===== src/rtl/dmaCtlPkg.sv =====
package dmaCtlPkg;
  localparam int CMD_OFF  = 0;
  localparam int STAT_OFF = 2;
  localparam int BASE_OFF = 4;
  localparam int START_BIT = 0;
  localparam int DIR_BIT   = 3;

  typedef struct packed {
    logic loadPtr;
    logic setActive;
    logic clrActive;
  } ctlStrobe_t;
endpackage


===== src/rtl/dma_ctl_ctrl.sv =====
module dma_ctl_ctrl
  import dmaCtlPkg::*;
(
  input  logic       clk,
  input  logic       rstN,
  input  logic       cmdWr,
  input  logic       wrStart,
  input  logic       curStart,
  input  logic       active,
  input  logic       engIdle,
  input  logic       engDone,
  input  logic       engMore,
  output ctlStrobe_t strobe,
  output logic       engStart,
  output logic       stopReq
);
  logic startRise, startFall, stopPending;

  assign startRise = cmdWr && wrStart && !curStart;
  assign startFall = cmdWr && !wrStart && curStart;

  always_comb begin
    strobe.loadPtr   = startRise;
    strobe.setActive = startRise && !active;
    strobe.clrActive = !startRise &&
                       ((startFall && engIdle) ||
                        (stopPending && engIdle) ||
                        (engDone && !engMore));
  end

  always_ff @(posedge clk or negedge rstN) begin
    if (!rstN) begin
      stopPending <= 1'b0;
      engStart    <= 1'b0;
    end else begin
      engStart <= strobe.setActive;
      if (startRise || engIdle)
        stopPending <= 1'b0;
      else if (startFall)
        stopPending <= 1'b1;
    end
  end

  assign stopReq = stopPending;

  // unchanged start bit never produces a start command
  a_r2_no_restart: assert property (@(posedge clk) disable iff (!rstN)
    (cmdWr && (wrStart == curStart)) |=> !engStart);

  // pending stop keeps the channel active while the engine is busy
  a_r4_stop_waits: assert property (@(posedge clk) disable iff (!rstN)
    (stopPending && !engIdle && !engDone) |=> active);

  // completion without more data ends activity
  a_r9_done_clears: assert property (@(posedge clk) disable iff (!rstN)
    (engDone && !engMore && !startRise) |=> !active);
endmodule


===== src/rtl/dma_ctl_dp.sv =====
module dma_ctl_dp
  import dmaCtlPkg::*;
#(
  parameter int TBL_AW = 32,
  parameter int REG_AW = 3,
  parameter int DATA_W = 32
) (
  input  logic              clk,
  input  logic              rstN,
  input  logic              regWr,
  input  logic [REG_AW-1:0] regAddr,
  input  logic [1:0]        regSize,
  input  logic [DATA_W-1:0] regWdata,
  output logic [DATA_W-1:0] regRdata,
  input  ctlStrobe_t        strobe,
  input  logic              engDone,
  input  logic              engErr,
  input  logic              drvIrq,
  output logic              cmdStart,
  output logic              cmdDir,
  output logic              active,
  output logic [TBL_AW-1:0] tableBase,
  output logic [TBL_AW-1:0] tablePtr,
  output logic              hostIrq
);
  localparam int NB = TBL_AW / 8;

  logic              errSt, intSt;
  logic [TBL_AW-1:0] baseNext;
  logic              statWr, cmdWr, baseSel, irqRise;
  int                offInt, nBytes;
  logic [DATA_W-1:0] rdMask;

  assign cmdWr   = regWr && (int'(regAddr) == CMD_OFF);
  assign statWr  = regWr && (int'(regAddr) == STAT_OFF);
  assign baseSel = int'(regAddr) >= BASE_OFF;
  assign offInt  = int'(regAddr) - BASE_OFF;
  assign irqRise = drvIrq && !hostIrq;

  always_comb begin
    case (regSize)
      2'd0:    begin nBytes = 1; rdMask = DATA_W'(32'h0000_00FF); end
      2'd1:    begin nBytes = 2; rdMask = DATA_W'(32'h0000_FFFF); end
      default: begin nBytes = 4; rdMask = {DATA_W{1'b1}}; end
    endcase
  end

  always_comb begin
    baseNext = tableBase;
    if (regWr && baseSel) begin
      for (int l = 0; l < NB; l++) begin
        if (l >= offInt && l < offInt + nBytes)
          baseNext[8*l +: 8] = regWdata[8*(l-offInt) +: 8];
      end
    end
    baseNext[1:0] = 2'b00;
  end

  always_ff @(posedge clk or negedge rstN) begin
    if (!rstN) begin
      cmdStart  <= 1'b0;
      cmdDir    <= 1'b0;
      active    <= 1'b0;
      errSt     <= 1'b0;
      intSt     <= 1'b0;
      tableBase <= '0;
      tablePtr  <= '0;
      hostIrq   <= 1'b0;
    end else begin
      if (cmdWr) begin
        cmdStart <= regWdata[START_BIT];
        cmdDir   <= regWdata[DIR_BIT];
      end
      tableBase <= baseNext;
      if (strobe.loadPtr) tablePtr <= tableBase;
      if (strobe.setActive) active <= 1'b1;
      else if (strobe.clrActive) active <= 1'b0;
      if (engDone && engErr) errSt <= 1'b1;
      else if (statWr && regWdata[1]) errSt <= 1'b0;
      if (irqRise) intSt <= 1'b1;
      else if (statWr && regWdata[2]) intSt <= 1'b0;
      hostIrq <= drvIrq;
    end
  end

  always_comb begin
    regRdata = '0;
    if (int'(regAddr) == CMD_OFF)
      regRdata = DATA_W'({4'b0, cmdDir, 2'b0, cmdStart});
    else if (int'(regAddr) == STAT_OFF)
      regRdata = DATA_W'({5'b0, intSt, errSt, active});
    else if (baseSel)
      regRdata = DATA_W'(tableBase >> (8 * offInt)) & rdMask;
  end

  // a start strobe loads the pointer from the base and activates
  a_r3_reload: assert property (@(posedge clk) disable iff (!rstN)
    strobe.setActive |=> (active && tablePtr == $past(tableBase)));

  // the host line only rises with the sticky flag set
  a_r7_rise_flag: assert property (@(posedge clk) disable iff (!rstN)
    $rose(hostIrq) |-> intSt);

  // a low drive line lowers the host line next cycle
  a_r7_fall_follow: assert property (@(posedge clk) disable iff (!rstN)
    !drvIrq |=> !hostIrq);

  // the low base bits never hold ones
  a_r5_low_zero: assert property (@(posedge clk) disable iff (!rstN)
    regWr |=> (regRdata != 32'h3 || int'($past(regAddr)) != BASE_OFF || tableBase[1:0] == 2'b00));
endmodule


===== src/rtl/dma_ctl_regs.sv =====
module dma_ctl_regs
  import dmaCtlPkg::*;
#(
  parameter int TBL_AW = 32,
  parameter int REG_AW = 3,
  parameter int DATA_W = 32
) (
  input  logic              clk,
  input  logic              rstN,
  input  logic              regWr,
  input  logic [REG_AW-1:0] regAddr,
  input  logic [1:0]        regSize,
  input  logic [DATA_W-1:0] regWdata,
  output logic [DATA_W-1:0] regRdata,
  input  logic              drvIrq,
  input  logic              engIdle,
  input  logic              engDone,
  input  logic              engMore,
  input  logic              engErr,
  output logic              engStart,
  output logic              stopReq,
  output logic [TBL_AW-1:0] tableBase,
  output logic [TBL_AW-1:0] tablePtr,
  output logic              cmdDir,
  output logic              hostIrq
);
  ctlStrobe_t strobe;
  logic       cmdStart, active, cmdWr;

  assign cmdWr = regWr && (int'(regAddr) == CMD_OFF);

  dma_ctl_ctrl u_ctrl (
    .clk      (clk),
    .rstN     (rstN),
    .cmdWr    (cmdWr),
    .wrStart  (regWdata[START_BIT]),
    .curStart (cmdStart),
    .active   (active),
    .engIdle  (engIdle),
    .engDone  (engDone),
    .engMore  (engMore),
    .strobe   (strobe),
    .engStart (engStart),
    .stopReq  (stopReq)
  );

  dma_ctl_dp #(.TBL_AW(TBL_AW), .REG_AW(REG_AW), .DATA_W(DATA_W)) u_dp (
    .clk       (clk),
    .rstN      (rstN),
    .regWr     (regWr),
    .regAddr   (regAddr),
    .regSize   (regSize),
    .regWdata  (regWdata),
    .regRdata  (regRdata),
    .strobe    (strobe),
    .engDone   (engDone),
    .engErr    (engErr),
    .drvIrq    (drvIrq),
    .cmdStart  (cmdStart),
    .cmdDir    (cmdDir),
    .active    (active),
    .tableBase (tableBase),
    .tablePtr  (tablePtr),
    .hostIrq   (hostIrq)
  );
endmodule


===== config.mk =====
export PLATFORM = sky130hd
export DESIGN_NAME = dma_ctl_regs
export DESIGN_NICKNAME = d
export VERILOG_FILES = /design/src/rtl/dmaCtlPkg.sv /design/src/rtl/dma_ctl_ctrl.sv /design/src/rtl/dma_ctl_dp.sv /design/src/rtl/dma_ctl_regs.sv
export SDC_FILE = /design/constraint.sdc
export NUM_CORES = 1
export LEC_CHECK = 0
export BUFFER_PORTS_ARGS = -buffer_cell sky130_fd_sc_hd__buf_2
export CAP_MARGIN = 20
export CORE_ASPECT_RATIO = 1.4
export CORE_MARGIN = 5
export CORE_UTILIZATION = 45
export CTS_BUF_LIST = sky130_fd_sc_hd__clkbuf_4 sky130_fd_sc_hd__clkbuf_8 sky130_fd_sc_hd__clkbuf_16
export DETAILED_ROUTE_END_ITERATION = 10
export PLACE_DENSITY_LB_ADDON = 0.1
export SETUP_SLACK_MARGIN = 0.05
export SYNTH_ARGS = -nofsm -noshare
export SYNTH_HDL_FRONTEND = slang
export SYNTH_SLANG_ARGS = --single-unit

===== constraint.sdc =====
create_clock -name clk -period 5.94 [get_ports clk]
set_clock_uncertainty 0.1 [all_clocks]
set_input_delay 0.297 -clock clk [delete_from_list [all_inputs] [get_ports clk]]
set_output_delay 0.297 -clock clk [all_outputs]
set_load 0.05 [all_outputs]

-- Word level (Yosys, flattened, before mapping)
Cells that the tools add are included.
- RAM bits: 0
- memory bits (read-only): 0
- logic and storage cells: 88
- latch bits: 0
- flip-flop bits (word level): 68
- memories: 0
- input bits: 45
- output and inout bits: 100
- shift-type cells: 5
- magnitude comparators: 9
- multipliers: 0
- equal/unequal tests: 2
- multiplexer cells: 13
- add/subtract/negate cells: 6
- bitwise operators: 1
- reduce and logical (&&, ||, !) cells: 39
- divide/modulo/power cells: 0
- operators with widths (kind ; count):
    indexed part select 32 x 32 -> 8 bit ; 4
    two-way mux 32 bit ; 3
    < comparator 3 x 32 -> 1 bit, first input constant ; 2
    case mux 32 bit (2 select lines) ; 1
    AND 32 bit ; 1
    < comparator 1 x 32 -> 1 bit, first input constant ; 1
    < comparator 2 x 32 -> 1 bit, first input constant ; 1
    right shift 32 x 32 -> 32 bit ; 1
    logical AND 1 bit ; 20
    subtractor 3 x 4 -> 5 bit, first input constant ; 2
    greater-or-equal comparator 3 x 4 -> 1 bit, first input constant ; 2
    two-way mux 1 bit ; 8
    AND reduction 2 bit ; 4
    nonzero test 2 bit ; 4
    zero test 1 bit ; 6
    case mux 3 bit (2 select lines) ; 1
    adder 4 x 4 -> 5 bit ; 1
    subtractor 1 x 4 -> 5 bit, first input constant ; 1
    subtractor 2 x 4 -> 5 bit, first input constant ; 1
    greater-or-equal comparator 1 x 4 -> 1 bit, first input constant ; 1
    greater-or-equal comparator 2 x 4 -> 1 bit, first input constant ; 1
    subtractor 3 x 3 -> 4 bit, second input constant ; 1
    equality test 3 bit, second input constant ; 1
    greater-or-equal comparator 3 bit, second input constant ; 1
    other kinds (4) ; 6

-- Longest topological paths before layout
Gate-level depths: netlist of the first run.
- depth after elaboration: 10
- gate-level depth with buffers: 12

-- Modules after synthesis
From an unflattened synthesis of the first run, not the netlist that was laid out.
- cells, all modules: 397
- area total of the unflattened synthesis: 4672.0 sq um
- by module, submodules not included (module ; cells an instance ; area each (sq um) ; sequential area each (sq um) ; instances):
    dma_ctl_dp ; 382 ; 4531.8 ; 1651.6 ; 1
    dma_ctl_ctrl ; 14 ; 125.1 ; 50.0 ; 1
    dma_ctl_regs ; 1 ; 15.0 ; 0.0 ; 1

-- Worst setup path before layout of the first run
OpenSTA, ideal clock, no wires.
- path type: input to output
- start point: input regAddr[1]
- end point: output regRdata[4]
- buffers on the path: 3
- slack: 2.704 ns
- cell stages on the path: 8
- arrival time: 2.839 ns
- data required time: 5.543 ns
- path through: buf_2 > buf_2 > inv_1 > ha_1 > ha_1 > clkbuf_1 > nand2b_1 > a211oi_1
- word-level cells in the longest chain between the ends: 6
- elaborated cells on any way between the ends: 9
- those cells by class: add/sub (1); order compare (1); eq/ne (1); shift (1); mux (3); bitwise (1); reduce/logical (1)
- ends and longest elaborated chain (item ; RTL line ; RTL):
    start: declaration ; dma_ctl_regs.sv:11 ; input logic [REG_AW-1:0] regAddr,
    subtractor 3 x 3 -> 4 bit ; dma_ctl_dp.sv:37 ; assign offInt = int'(regAddr) - BASE_OFF;
    right shift 32 x 32 -> 32 bit ; dma_ctl_dp.sv:93 ; regRdata = DATA_W'(tableBase >> (8 * offInt)) & rdMask;
    AND 32 bit ; dma_ctl_dp.sv:93 ;
    two-way mux 32 bit ; dma_ctl_dp.sv:92 ; else if (baseSel)
    two-way mux 32 bit ; dma_ctl_dp.sv:90 ; else if (int'(regAddr) == STAT_OFF)
    two-way mux 32 bit * ; dma_ctl_dp.sv:88 ; if (int'(regAddr) == CMD_OFF)
    end: declaration ; dma_ctl_regs.sv:14 ; output logic [DATA_W-1:0] regRdata,
Mark *: on every way between the ends. The rest lies on a longest branch, timed or not.

-- Final worst setup path of the first run
- start point: input regAddr[0]
- end point: output regRdata[28]
The elaborated chain is that of the path after synthesis.

==> results.md, run 1 <==
* Unrepaired setup endpoints after global routing: no
* Commonest cells in the synthesized netlist: sky130_fd_sc_hd__dfrtp_1 (68), sky130_fd_sc_hd__mux2_2 (49), sky130_fd_sc_hd__nor2_1 (35)
* Final estimated routing congestion in global placement at approximately 0.85
* Class of the most critical hold timing path: input port to flop
* Synthesis-stage register bit count at 68
* Mean instance size in the synthesized netlist at 11.9 um2
* Number of instances in the synthesized netlist at 381
* Xor and xnor fraction of the mapped netlist area at 0.964%
* Origin of the worst min-delay path: engIdle
* Count of filler cells inserted in the layout at 920
* Antenna violations before repair at 0
* Port Buf Inserts at 140
* Htree depth at 3
* Width of the chip at roughly 95 um
* Overall fraction of global-route tracks in use at a little under a quarter
* Total die area at about 0.012 mm2
* Boundary pin count at between 100 and 150
* Fraction of layout cells with a size suffix above 1 at approximately half
* Summed negative setup slack over all endpoints at 0 ns
* Cells along the critical path: buf_2 -> buf_4 -> inv_2 -> ha_1 -> ha_1 -> nor2_1 -> nand3_1 -> nor2_1 -> and2_1 -> buf_2
* Antenna fix cells at 0
* Detailed-route wire length per cell at between 20 and 25 um
* Count of yosys warnings during synthesis at 0
* Sort of element at the end of the critical path: primary output
* Cell Pwr Density at ~380 mW/mm2
* R2R Path Start: u_dp.cmdStart
* Max Cap Viol at 0
* Routed vias/inst at between 5 and 6
* Cell variety after synth at 42
* LEAKAGE at roughly 2.9 nW
* Share of the synthesized area in compound gates (AO/OA/AOI/OAI) at 7.24%
* Cts bufs inserted at 9
* Largest stage delay, worst path at about 0.67 ns
* Initial core utilization at around 46%
* Worst path slowest cell: sky130_fd_sc_hd__buf_4
* Worst EP required at between 5 and 6 ns
* Final worst-path cycle share at ~63%
* Number of remaining DRC errors at 0
* Dominant cell type by area after synthesis: sky130_fd_sc_hd__dfrtp_1
* Clock Path Buffers at 2
* Number of max-slew violations in the final report at 0
* Type of the setup path with the least slack: input port to primary output
* Maximum number of pins on one net before global-route repair at 69
* Number of buffers added to fix hold violations after cts at 1
* Multiplexer fraction of the synthesized cell area at 34.8%
* Half-perimeter wire length after placement at 9810 um
* First element of the critical path: regAddr[0]
* Net total in the final layout at 574
* 1st-iter DRT viols at 194
* Share of synthesized cell area in full adder, half adder and majority cells at 4.02%
* Area fraction in and, or, nand and nor cells after synthesis at 11.0%
* Highest net fanout along the worst path at 64
* Residual antenna-violating net count after detailed routing at 0
* Combinational family with the most area after synthesis: multiplexers
* Maximum operating frequency at between 0.2 and 0.3 GHz
* Most frequently used flop master after synthesis: sky130_fd_sc_hd__dfrtp_1
* Clock sink count at 68
* 1st-pass router iterations at 5
* Summed instance area of the synthesized netlist at ~0.0045 mm2
* Global-route wire length before repair at ~21000 um
* Cell row count at 43
* Setup fix buffers added after clock tree synthesis at 0
* Clock tree from TritonCTS: yes
* Peak supply drop at between 0.15 and 0.2 mV
* Clock latency on the worst-skew pair at approximately 0.33 ns
* Cell at the root of the clock tree: sky130_fd_sc_hd__clkbuf_16
* Cells resized by post-CTS repair at 0
* Relative max-transition margin at between 30% and 40%
* Post-detailed-routing wire length at 13300 um
* Arrival @ worst endpoint at 3.36 ns
* Final hold vios at 0
* Leading cell type by number of instances after synthesis: sky130_fd_sc_hd__dfrtp_1
* Vertical die dimension at ~130 um
* Gr ovfl total at 0
* Largest cells by area after synthesis: sky130_fd_sc_hd__dfrtp_1 (37%), sky130_fd_sc_hd__mux4_2 (14%), sky130_fd_sc_hd__mux2_2 (12%), sky130_fd_sc_hd__mux2_4 (4.3%), sky130_fd_sc_hd__mux2i_1 (4.0%)
* Place WS at roughly 2.2 ns
* Setup crit start kind: input port
* Number of global-route vias before repair at between 3000 and 4000
* Post-synthesis to final-layout area growth at 23.6%
* Core box area at ~0.01 mm2
* Async set or reset register ratio after synthesis at 100%
* Number of synthesized flops with an enable pin at 0
* Yosys top cell area share at a little under two fifths
* Final worst path period need at 3.76 ns
* Min setup slack post-route at around 2.2 ns
* Clock-pin slew on the worst setup and hold paths at about 0.060 ns
* Sequential share of the synthesized area at a little under two fifths
* Via count of the routed design at ~3600
* Worst-Margin Slew at ~1 ns
* Number of endpoints failing setup at the final stage at 0
* Result of the run: complete, no violations
[power by group]
group | switching (W) | internal [W]
Sequential | 0.000110 | 0.000572
Combinational | 0.000634 | 0.000272
Clock | 0.000213 | 0.000327
Total | 0.000957 | 0.00117
[per-stage QoR]
stage	cells	utilization, %	instance area (um2)	hold slack [ns]	total power, W
after floorplan	384	-	4550	-0.0986	0.00135
after global placement	637	53.6	5300	0.319	0.00159
after detailed placement	637	53.6	5300	0.329	0.00160
after global routing	655	56.7	5620	0.00125	0.00222
final	655	56.7	5620	0.0180	0.00213
after CTS	654	56.7	5610	0.00737	0.00215
[flip-flops by register name, summed over array words and instances, names as in the netlist]
signal,cells
u_dp.tableBase,30
u_dp.tablePtr,30
u_ctrl.engStart,1
u_ctrl.stopReq,1
u_dp.active,1
u_dp.cmdDir,1
u_dp.cmdStart,1
u_dp.errSt,1
u_dp.hostIrq,1
u_dp.intSt,1
[path summary, 6_finish.rpt]
path / endpoint / slack, ns / cells past startpoint
setup reg to reg: u_dp.tablePtr[15] / 4.40 / 4
hold / removal: u_ctrl.stopReq / 0.02 / 2
setup / recovery: regRdata[28] / 2.18 / 10
max in group asynchronous: u_dp.tablePtr[8] / 5.07 / 2
hold reg to reg: u_dp.intSt / 0.36 / 1
min in group asynchronous: u_dp.tablePtr[12] / 0.07 / 2
[worst max-delay path, delay by kind of cell]
| family | cells | cell delay [ns] |
|---|---|---|
| buffers and inverters | 4 | 1.26 |
| and+or+nand+nor | 4 | 1.14 |
| adders and majority gates | 2 | 0.63 |
[layer usage]
layer | up-vias | share of wire (%) | global-route usage [%]
li1 | 1659 | - | -
met1 | 1823 | 42 | 29.3
met2 | 142 | 50 | 37.3
met3 | 20 | 5.7 | 4.44
met4 | 0 | 2.2 | 8.41
met5 | - | 0 | 0
[cell usage in the layout, fill, tap and decap left out, drive strengths merged]
master         n
a211oi         9
a21oi         14
a221o          2
a22o           1
a22oi          1
a31oi          2
a32o           1
and2           8
and2b          1
and3          10
buf          145
bufinv         1
clkbuf         9
clkinv         5
conb           4
dfrtp         68
dlygate4sd3    1
fa             1
ha            13
inv           13
mux2          62
mux2i         18
mux4          29
nand2         14
nand2b         2
nand3          5
nor2          36
nor2b         21
o211a          1
o211ai         3
o21ai          9
o2bb2ai        2
o311a          1
or2            2
or2b           1
xnor2          5
[layout make-up]
cell class	count	area, um2	share of cell area, %
inverters	12	50.0	0.891
flip-flops and latches	68	1700	30.3
well taps	135	169	3.01
repair buffers	146	746	13.3
clock buffers	9	225	4.01
multi-input cells	278	2650	47.2
clock inverters	7	75.1	1.34
[kinds of logic (layout without fill, tap and decap cells)]
group                      count (synthesis)  in the layout
xor gates and xnor gates                   5              5
other                                      1              4
AOI/OAI and AO/OA                         46             46
adders and majority gates                 14             14
and+or+nand+nor                          100            100
buffers and inverters                     38            174
DFF                                       68             68
muxes                                    109            109
No activity file was read; power rests on OpenSTA's default activity.
==> inputs of run 2 (changes only) <==
--- a/config.mk
+++ b/config.mk
@@ -5,6 +5,7 @@
 export SDC_FILE = /design/constraint.sdc
 export NUM_CORES = 1
 export LEC_CHECK = 0
+export ABC_AREA = 1
 export BUFFER_PORTS_ARGS = -buffer_cell sky130_fd_sc_hd__buf_2
 export CAP_MARGIN = 20
 export CORE_ASPECT_RATIO = 1.4
==> constraint.sdc (replaced) <==
create_clock -name clk -period 3.65 [get_ports clk]
set_clock_uncertainty 0.1 [all_clocks]
set_input_delay 0.1825 -clock clk [delete_from_list [all_inputs] [get_ports clk]]
set_output_delay 0.1825 -clock clk [all_outputs]
set_load 0.05 [all_outputs]
==> run 2 against run 1 <==
  * Total power up 51%
  * Critical path depth is 2 lower
  * Count of clock-buffer cells in the layout did not move
  * Register-to-register slack got worse by 2.5 ns
  * Largest power group unchanged
  * Core utilization down 1.2 points
==> results.md, run 2 <==
* Post-synthesis to final-layout area growth at 22.6%
* Net switching component of the power at around 0.0015 W
* Final worst path period need at between 2 and 3 ns
* Commonest non-fill, non-tap cells in the layout: sky130_fd_sc_hd__nand2_1 (176), sky130_fd_sc_hd__buf_2 (140), sky130_fd_sc_hd__dfrtp_1 (68), sky130_fd_sc_hd__inv_1 (63), sky130_fd_sc_hd__o21ai_0 (60)
* Post-detailed-routing wire length at 15600 um
* Number of synthesized flops with an enable pin at 0
* Setup crit start kind: input port
* Most common cell after layout, fill and taps aside: sky130_fd_sc_hd__nand2_1
* Most frequently used flop master after synthesis: sky130_fd_sc_hd__dfrtp_1
* Initial core utilization at between 40% and 50%
* Routed vias/inst at between 5 and 6
* Final Total Pwr at approximately 0.0032 W
* Number of remaining DRC errors at 0
* Overall fraction of global-route tracks in use at between 20 and 30%
* Leading cell type by number of instances after synthesis: sky130_fd_sc_hd__nand2_1
* Mean instance size in the synthesized netlist at roughly 7.4 um2
* Number of global-route vias before repair at ~4500
* Largest stage delay, worst path at ~0.45 ns
* Cell at the root of the clock tree: sky130_fd_sc_hd__clkbuf_16
* Part of the total power dissipated in the clock network at a little over a quarter
* Class of the most critical hold timing path: input port to flop
* Switching Fraction at between 40 and 50%
* Detailed-route wire length per cell at 17.3 um
* Max Cap Viol at 0
* Clock Path Buffers at 2
* Final worst-path cycle share at between 70% and 80%
* Half-perimeter wire length after placement at approximately 12000 um
* Boundary pin count at about 150
* 1st-iter DRT viols at about 300
* Worst-Margin Slew at approximately 0.86 ns
* Maximum number of pins on one net before global-route repair at between 60 and 70
* Async set or reset register ratio after synthesis at 100%
* Cell Pwr Density at between 500 and 600 mW/mm2
* Clock tree from TritonCTS: yes
* Vertical die dimension at 130 um
* Yosys top cell area share at a little over a third
* Gr ovfl total at 0
* Unrepaired setup endpoints after global routing: no
* Worst Hold Margin at 0.0201 ns
* Commonest cells in the synthesized netlist: sky130_fd_sc_hd__nand2_1 (176), sky130_fd_sc_hd__dfrtp_1 (68), sky130_fd_sc_hd__inv_1 (63)
* Cell row count at 44
* Cts bufs inserted at 9
* Worst path slowest cell: sky130_fd_sc_hd__buf_2
* Number of endpoints failing setup at the final stage at 0
* Type of the setup path with the least slack: input port to primary output
* Worst EP required at roughly 3.4 ns
* Antenna violations before repair at 0
* Dominant cell type by area after synthesis: sky130_fd_sc_hd__dfrtp_1
* Cell variety after synth at 42
* Global-route wire length before repair at 23600 um
* Sequential share of the synthesized area at between 30% and 40%
* Core box area at ~0.01 mm2
* 1st-pass router iterations at 5
* Summed instance area of the synthesized netlist at approximately 0.0046 mm2
* Total die area at between 0.01 and 0.015 mm2
* Net total in the final layout at 816
* Final estimated routing congestion in global placement at between 0.9 and 1
* Antenna fix cells at 0
* Clock sink count at 68
* Port Buf Inserts at between 100 and 150
* Relative max-transition margin at between 40% and 50%
* Number of instances in the synthesized netlist at around 630
* Largest cells by area after synthesis: sky130_fd_sc_hd__dfrtp_1 (37%), sky130_fd_sc_hd__nand2_1 (14%), sky130_fd_sc_hd__o21ai_0 (6.5%), sky130_fd_sc_hd__inv_1 (5.1%), sky130_fd_sc_hd__nor2_1 (3.6%)
* Sequential cell fraction of total power at 32.8%
* Residual antenna-violating net count after detailed routing at 0
* Final hold vios at 0
* Htree depth at 3
* Critical path buffers and inverters at 4
* LEAKAGE at between 3 and 4 nW
* Via count of the routed design at 4708
* Highest net fanout along the worst path at 30
* Result of the run: complete, no violations
* Summed negative setup slack over all endpoints at 0 ns
* Peak supply drop at between 0.2 and 0.3 mV
* Maximum operating frequency at roughly 0.37 GHz
* Clock-pin slew on the worst setup and hold paths at 0.06 ns
* Sort of element at the end of the critical path: primary output
* Arrival @ worst endpoint at between 2 and 2.5 ns
* Kind of cell adding the most delay to the critical path: buffers and inverters
* Width of the chip at between 90 and 100 um
* Fraction of layout cells with a size suffix above 1 at 27.0%
* Cells along the critical path: buf_2 -> inv_2 -> ha_1 -> ha_1 -> inv_1 -> nand4_1 -> nor3_1 -> buf_2
* Biggest registers after layout: u_dp.tableBase: 30 flops, u_dp.tablePtr: 30 flops
* Number of max-slew violations in the final report at 0
* Synthesis-stage register bit count at 68
* Clock latency on the worst-skew pair at 0.33 ns
* Count of yosys warnings during synthesis at 0
* Relative contribution of combinational cells to total power at 40.0%
* Internal at approximately 0.0017 W
-- run 2: changes by cell type after synthesis, sizes merged, moves of 21 or more --
cell / delta
mux4: -29
o21ai: +81
nor2b: -21
inv: +62
nand3: +21
mux2: -50
nand2: +173
-- run 2: power by group through the flow --
| stage | clock, W | combinational (W) | sequential [W] |
|---|---|---|---|
| finish | 0.000872 | 0.00128 | 0.00105 |
| detailed placement | 0 | 0.00128 | 0.00106 |
| floorplan | 0 | 0.000463 | 0.00150 |
| CTS | 0.000877 | 0.00129 | 0.00105 |
| global placement | 0 | 0.00127 | 0.00106 |
| global route | 0.000918 | 0.00137 | 0.00106 |
-- run 2: tightest hold or removal path, stage by stage --
cell                      delay [ns]
sky130_fd_sc_hd__buf_2          0.09
sky130_fd_sc_hd__nand2_1        0.05
sky130_fd_sc_hd__nand3_1        0.05
sky130_fd_sc_hd__nand2_1        0.04
-- run 2: final timing paths --
path	from	cells after the start	end	slack (ns)
max reg2reg	u_dp.cmdStart	5	u_dp.tablePtr[31]	1.90
min in group asynchronous	rstN	3	u_dp.tablePtr[17]	0.47
min reg2reg	u_dp.tablePtr[29]	2	u_dp.tablePtr[29]	0.38
max in group asynchronous	rstN	3	u_dp.tableBase[5]	2.41
max	regAddr[1]	8	regRdata[29]	0.92
min	engIdle	4	u_dp.active	0.02
-- run 2: cell type report --
cell class | count | area (um2)
clock buffer | 9 | 225
clock inverter | 7 | 76.3
timing repair buffer | 149 | 778
tap | 138 | 173
sequential | 68 | 1700
inverter | 74 | 280
fill | 1054 | 4550
multi-input combinational | 455 | 2450
-- run 2: cell families (layout without fill, tap and decap cells) --
kind of cell	after synthesis	count (layout)	share of synthesized area [%]
muxes	22	22	5.96
DFF	68	68	36.7
buffers and inverters	107	239	10.7
xor gates and xnor gates	1	1	0.350
other	1	4	0.0808
AOI/OAI and AO/OA	138	138	16.9
adders and majority gates	14	14	3.94
and+or+nand+nor	276	276	25.4
-- run 2: routing by layer --
metal	wire length [um]	vias up	track usage, %
met5	0	-	0
met4	543	0	10.6
met3	971	37	3.34
met2	7770	184	44.0
met1	6260	2188	30.5
li1	-	2299	-
-- run 2: stage by stage --
| step | setup slack (ns) | util [%] | instance area, um2 | std cells |
|---|---|---|---|---|
| detailed placement | 0.842 | 52.2 | 5350 | 880 |
| floorplan | 0.723 | - | 4650 | 630 |
| global route | 0.724 | 55.6 | 5690 | 900 |
| CTS | 0.966 | 55.6 | 5690 | 900 |
| global placement | 0.945 | 52.2 | 5350 | 880 |
| finish | 0.921 | 55.6 | 5690 | 900 |
-- run 2: timing repair --
action | in CTS | in global routing
hold buffers | 4 | 0
resized for setup | 0 | 0
endpoints found under the hold margin | 42 | 0
setup buffers | 0 | 0
